<file path="config.mk">
export PLATFORM = sky130hd
export DESIGN_NAME = nvd_ctrl
export DESIGN_NICKNAME = d
export VERILOG_FILES = /design/src/rtl/nvd_pkg.sv /design/src/rtl/nvd_unlock.sv /design/src/rtl/nvd_timer.sv /design/src/rtl/nvd_array.sv /design/src/rtl/nvd_ctrl.sv
export SDC_FILE = /design/constraint.sdc
export NUM_CORES = 1
export LEC_CHECK = 0
export ABC_CLOCK_PERIOD_IN_PS = 2050
export BUFFER_PORTS_ARGS = -buffer_cell sky130_fd_sc_hd__buf_2
export CORE_AREA = 2 2 203 205
export DETAILED_ROUTE_END_ITERATION = 8
export DIE_AREA = 0 0 205 207
export GPL_ROUTABILITY_DRIVEN = 0
export PLACE_DENSITY = 0.84
export SLEW_MARGIN = 5
export SYNTH_ARGS = -nofsm -noshare
export SYNTH_HDL_FRONTEND = slang
export SYNTH_SLANG_ARGS = --single-unit
</file>
<file path="constraint.sdc">
create_clock -name clk -period 2.05 [get_ports clk]
set_clock_uncertainty 0.15 [all_clocks]
set_input_delay 0.3075 -clock clk [delete_from_list [all_inputs] [get_ports clk]]
set_output_delay 0.3075 -clock clk [all_outputs]
set_load 0.03 [all_outputs]
</file>
<file path="src/rtl/nvd_pkg.sv">
package nvd_pkg;
  typedef enum logic [2:0] {
    SEL_ADDR = 3'd0,
    SEL_DATA = 3'd1,
    SEL_CTRL = 3'd2,
    SEL_UNLK = 3'd3,
    SEL_FLAG = 3'd4
  } sel_e;

  localparam logic [7:0] KEY_FIRST  = 8'h55;
  localparam logic [7:0] KEY_SECOND = 8'hAA;

  localparam int CTRL_RD   = 0;
  localparam int CTRL_WR   = 1;
  localparam int CTRL_WEN  = 2;
  localparam int FLAG_DONE = 7;

  typedef enum logic [1:0] {
    UL_IDLE  = 2'd0,
    UL_FIRST = 2'd1,
    UL_ARMED = 2'd2
  } unlock_e;
endpackage

</file>
<file path="src/rtl/nvd_unlock.sv">
module nvd_unlock
  import nvd_pkg::*;
(
  input  logic       clk,
  input  logic       rst,
  input  logic       busy,
  input  logic       bus_wr,
  input  logic [2:0] bus_sel,
  input  logic [7:0] bus_wdata,
  output logic       armed
);
  unlock_e st_q, st_d;
  logic    key_wr;

  assign key_wr = bus_wr && (bus_sel == SEL_UNLK) && !busy;

  // Any cycle that is not the expected next step falls back to idle.
  always_comb begin
    st_d = UL_IDLE;
    if (key_wr && bus_wdata == KEY_FIRST)
      st_d = UL_FIRST;
    else if (key_wr && st_q == UL_FIRST && bus_wdata == KEY_SECOND)
      st_d = UL_ARMED;
  end

  always_ff @(posedge clk) begin
    if (rst) st_q <= UL_IDLE;
    else     st_q <= st_d;
  end

  assign armed = (st_q == UL_ARMED);
endmodule

</file>
<file path="src/rtl/nvd_timer.sv">
module nvd_timer #(
  parameter int WR_CYCLES = 8
) (
  input  logic clk,
  input  logic rst,
  input  logic start,
  output logic busy,
  output logic done
);
  localparam int CW = $clog2(WR_CYCLES + 1);

  logic [CW-1:0] cnt_q;
  logic          run_q;

  always_ff @(posedge clk) begin
    if (rst) begin
      run_q <= 1'b0;
      cnt_q <= '0;
    end else if (start && !run_q) begin
      run_q <= 1'b1;
      cnt_q <= CW'(WR_CYCLES - 1);
    end else if (run_q) begin
      if (cnt_q == '0) run_q <= 1'b0;
      else             cnt_q <= cnt_q - CW'(1);
    end
  end

  assign busy = run_q;
  assign done = run_q && (cnt_q == '0);
endmodule

</file>
<file path="src/rtl/nvd_array.sv">
module nvd_array #(
  parameter int DEPTH = 64,
  parameter int DW    = 8,
  parameter int AW    = $clog2(DEPTH)
) (
  input  logic          clk,
  input  logic          we,
  input  logic [AW-1:0] waddr,
  input  logic [DW-1:0] wdata,
  input  logic [AW-1:0] raddr,
  output logic [DW-1:0] rdata
);
  logic [DW-1:0] mem [DEPTH];

  // No reset: contents persist across controller reset.
  always_ff @(posedge clk) begin
    if (we) mem[waddr] <= wdata;
  end

  assign rdata = mem[raddr];
endmodule

</file>
<file path="src/rtl/nvd_ctrl.sv">
module nvd_ctrl
  import nvd_pkg::*;
#(
  parameter int DEPTH     = 64,
  parameter int WR_CYCLES = 8
) (
  input  logic       clk,
  input  logic       rst,
  input  logic       bus_wr,
  input  logic       bus_rd,
  input  logic [2:0] bus_sel,
  input  logic [7:0] bus_wdata,
  output logic [7:0] bus_rdata,
  input  logic       irq_en,
  output logic       irq
);
  localparam int AW = $clog2(DEPTH);

  logic [AW-1:0] addr_q, wa_q;
  logic [7:0]    data_q, wd_q, arr_rd, rd_mux;
  logic          wen_q, rd_q, flag_q;
  logic          armed, wr_busy, wr_done;
  logic          wr_ctl, rd_go, start;

  assign wr_ctl = bus_wr && (bus_sel == SEL_CTRL);
  assign rd_go  = wr_ctl && bus_wdata[CTRL_RD] && !wr_busy;
  assign start  = armed && wr_ctl && bus_wdata[CTRL_WR] && wen_q && !wr_busy;

  nvd_unlock u_unlock (
    .clk       (clk),
    .rst       (rst),
    .busy      (wr_busy),
    .bus_wr    (bus_wr),
    .bus_sel   (bus_sel),
    .bus_wdata (bus_wdata),
    .armed     (armed)
  );

  nvd_timer #(.WR_CYCLES(WR_CYCLES)) u_timer (
    .clk   (clk),
    .rst   (rst),
    .start (start),
    .busy  (wr_busy),
    .done  (wr_done)
  );

  nvd_array #(.DEPTH(DEPTH), .DW(8), .AW(AW)) u_array (
    .clk   (clk),
    .we    (wr_done),
    .waddr (wa_q),
    .wdata (wd_q),
    .raddr (addr_q),
    .rdata (arr_rd)
  );

  always_ff @(posedge clk) begin
    if (rst) begin
      addr_q <= '0;
      data_q <= '0;
      wen_q  <= 1'b0;
      rd_q   <= 1'b0;
      flag_q <= 1'b0;
      wa_q   <= '0;
      wd_q   <= '0;
    end else begin
      if (bus_wr && bus_sel == SEL_ADDR) addr_q <= bus_wdata[AW-1:0];
      if (rd_go)                              data_q <= arr_rd;
      else if (bus_wr && bus_sel == SEL_DATA) data_q <= bus_wdata;
      if (wr_ctl) wen_q <= bus_wdata[CTRL_WEN];
      rd_q <= rd_go;
      // Completion has priority over a software write of the flag.
      if (wr_done)                            flag_q <= 1'b1;
      else if (bus_wr && bus_sel == SEL_FLAG) flag_q <= bus_wdata[FLAG_DONE];
      if (start) begin
        wa_q <= addr_q;
        wd_q <= data_q;
      end
    end
  end

  always_comb begin
    rd_mux = '0;
    case (bus_sel)
      SEL_ADDR: rd_mux = 8'(addr_q);
      SEL_DATA: rd_mux = data_q;
      SEL_CTRL: rd_mux = {5'b0, wen_q, wr_busy, rd_q};
      SEL_FLAG: rd_mux = {flag_q, 7'b0};
      default:  rd_mux = '0;
    endcase
  end

  assign bus_rdata = bus_rd ? rd_mux : 8'h00;
  assign irq       = flag_q && irq_en;
endmodule

</file>
==> reports/results.ini <==
[worst_setup_path]
cp_slowest_cell = mux4_2
cp.required_ns = 2.38
critPathMaxFanout = 5
path_common_cell = mux4_2
cp.arrival_ns = 2.92
timing.critical_path.buf_inv = 3
crit_chain = buf_12 > buf_16 > buf_6 > mux4_2 > mux4_2 > nand2_2 > nand4_1 > o311a_1
path_class = reg -> reg
cp-start-kind = flip-flop
max_stage_delay_ns = 0.49
cp_top_family = multiplexers
end_kind = flip-flop

[floorplanning]
io_pins = 25
die_h_um = 207
fp.coreArea_um2 = 40400
die_w_um = 205
row_count = 74
die_area_um2 = 42400
start_util_pct = 54.4

[synth]
synth_cell_types = 60
synth-edff-count = 512
syn_area_um2 = 22000
seq_area_frac_synth_pct = 74.0
async_reset_ff_share_pct = 0
synth_warnings = 0
syn_inst = 1171
syn_nets = 1189
ys.flop_type = edfxtp_1
synth-seq-cells = 556
syn_avg_cell_area_um2 = 18.7

[grt]
gr-total-overflow = 0
grt_usage_pct = 28.2
grt_max_degree = 66
grt_pass1_wl_mm = 87.2
grt_antenna_before_repair = 1
grt_pass1_vias = 13300

[sta]
worstMarginPinSlew_ns = 0.859
fin_crit_sh_pct = 127
fin_crit_ns = 2.60
setup_viol = 228
slew_violations = 0
timing.fmax_ghz = 0.385
max_slew_margin_pct = 42.3
fin_ws_ns = -0.548
rsz0062_at_grt = true
hold_viol_final = 0

[final_layout]
synthToLayoutAreaGrowth_pct = 22.2
final_common_cell = edfxtp_1
final_cell_area_um2 = 26800
antennaDiodeCount = 0
nNetsFinal = 1450
instances_no_fill = 2005
layout_common_cells = edfxtp_1, buf_4, mux2i_1
drive_gt1_share_pct = 36.2

[routing]
dr.first_iter.drc_count = 2099
route.vias.total = 13500
route.antenna.remaining_nets = 0
drc_errors = 0
wire_per_inst_um = 31.1
drt_first_pass_iters = 6
viasPerCell = 6.73
wl_mm = 62.4

[power]
power_mw = 22.5
power_per_cell_area_nw_per_um2 = 838
p_leak_nw = 10.1
vdd_drop_max_uv = 585

[placement]
dpl.hpwl_mm = 33.9
dpl_cell_area_um2 = 24200
port_buffers = 24
dp_cells = 1866

[clocking]
cts_tree = built
numCtsBuffers = 50
clockBufferDepth = 3
ctsHtreeMaxLevel = 2
cts_root_buffer = clkbuf_16
cts.sinks = 556
clkLatencyLatePin_ns = 0.59
clk_pin_slew_ns = 0.07

[run]
maxCapViolCount = 0

[worst_hold_path]
hp-class = in -> reg

[outcome]
violations = setup timing
status = finished, violations left

==> logic make-up after synthesis <==
family | after synthesis | synth area share, %
adder cells (fa/ha/maj) | 2 | 0.114
multiplexers | 217 | 16.0
AND/OR/NAND/NOR | 240 | 5.14
AO/OA/AOI/OAI | 86 | 2.87
XOR/XNOR | 2 | 0.0798
buffers and inverters | 68 | 1.74
flip-flops | 556 | 74.0
==> what timing repair did <==
action	4_1_cts	5_1_grt
hold endpoints to repair	14	0
gates cloned	3	2
endpoints found under the setup margin	511	372
pin swaps	20	10
buffers inserted	21	13
gates resized for setup	82	39
hold buffers	9	0
==> worst paths after layout <==
kind / start / end / slack (ns) / cells after the start
setup / recovery: flip-flop / data_q[4] / -0.55 / 8
hold / removal: bus_wdata[4] / flip-flop / 0.009 / 3
setup reg to reg: flip-flop / data_q[4] / -0.55 / 8
hold reg to reg: wd_q[3] / u_array.mem[38][3] / 0.41 / 0
==> tightest hold or removal path, stage by stage <==
cell and delay [ns]:
buf_2 0.14, mux2i_1 0.16, nor2_1 0.09
==> registers in the layout, indices dropped and copies added (netlist names), named ones only <==
| signal | flops |
|---|---|
| u_array.mem | 512 |
| wen_q | 1 |
| u_unlock.st_q | 2 |
| addr_q | 6 |
| rd_q | 1 |
| data_q | 8 |
| wa_q | 6 |
| u_timer.busy | 1 |
| u_timer.cnt_q | 4 |
| wd_q | 8 |
| flag_q | 1 |
==> cell type report <==
cell class / count / area [µm²]
clock buffer: 60 / 1360
clock inverter: 33 / 348
fill: 2370 / 13500
inverter: 7 / 27.5
multi-input combinational: 547 / 5600
sequential: 556 / 16300
tap: 532 / 666
timing repair buffer: 270 / 2550
==> synth_stat cells, types with 6 or more instances <==
cell type / number / area share, %
buf_2: 20 / 0.46
nor3_1: 7 / 0.16
nand2b_1: 6 / 0.17
clkbuf_1: 24 / 0.41
mux4_2: 88 / 9.0
a21oi_1: 10 / 0.23
nor2b_1: 10 / 0.28
nand4_1: 8 / 0.23
a31oi_1: 8 / 0.23
edfxtp_1: 512 / 70
mux4_1: 14 / 1.7
nand2_1: 46 / 0.79
mux2i_1: 104 / 4.7
nand3_1: 16 / 0.36
a22oi_1: 35 / 1.2
nor2_1: 113 / 1.9
dfxtp_1: 44 / 4.0
mux2_2: 11 / 0.56
nand3b_1: 7 / 0.24
==> where the power goes <==
part | switching (mW) | internal (mW)
Combinational | 0.242 | 0.209
Clock | 4.21 | 5.62
Sequential | 0.0249 | 12.2
Total | 4.47 | 18.0
==> routing by layer <==
metal  global-route usage, %  share of wire (%)  vias up
met5                       0                  0        -
met4                    14.1                6.1        0
met3                    6.86                 12      300
met2                    44.9                 48     1231
met1                    36.5                 34     6729
li1                        -                  -     5239
==> stage by stage <==
| step | hold WS [ns] | utilization [%] | TNS, ns | setup slack [ns] |
|---|---|---|---|---|
| 3_3_place_gp | 0.360 | 60.0 | -11.50 | -0.382 |
| 3_5_place_dp | 0.379 | 60.0 | -42.38 | -0.467 |
| 6_report | 0.00922 | 66.5 | -18.78 | -0.548 |
| 5_1_grt | 0.00465 | 66.5 | -13.12 | -0.527 |
| 2_1_floorplan | 0.290 | - | -0.632 | -0.0999 |
| 4_1_cts | 0.00298 | 65.8 | -2.41 | -0.335 |
(Power assumes the default switching activity.)
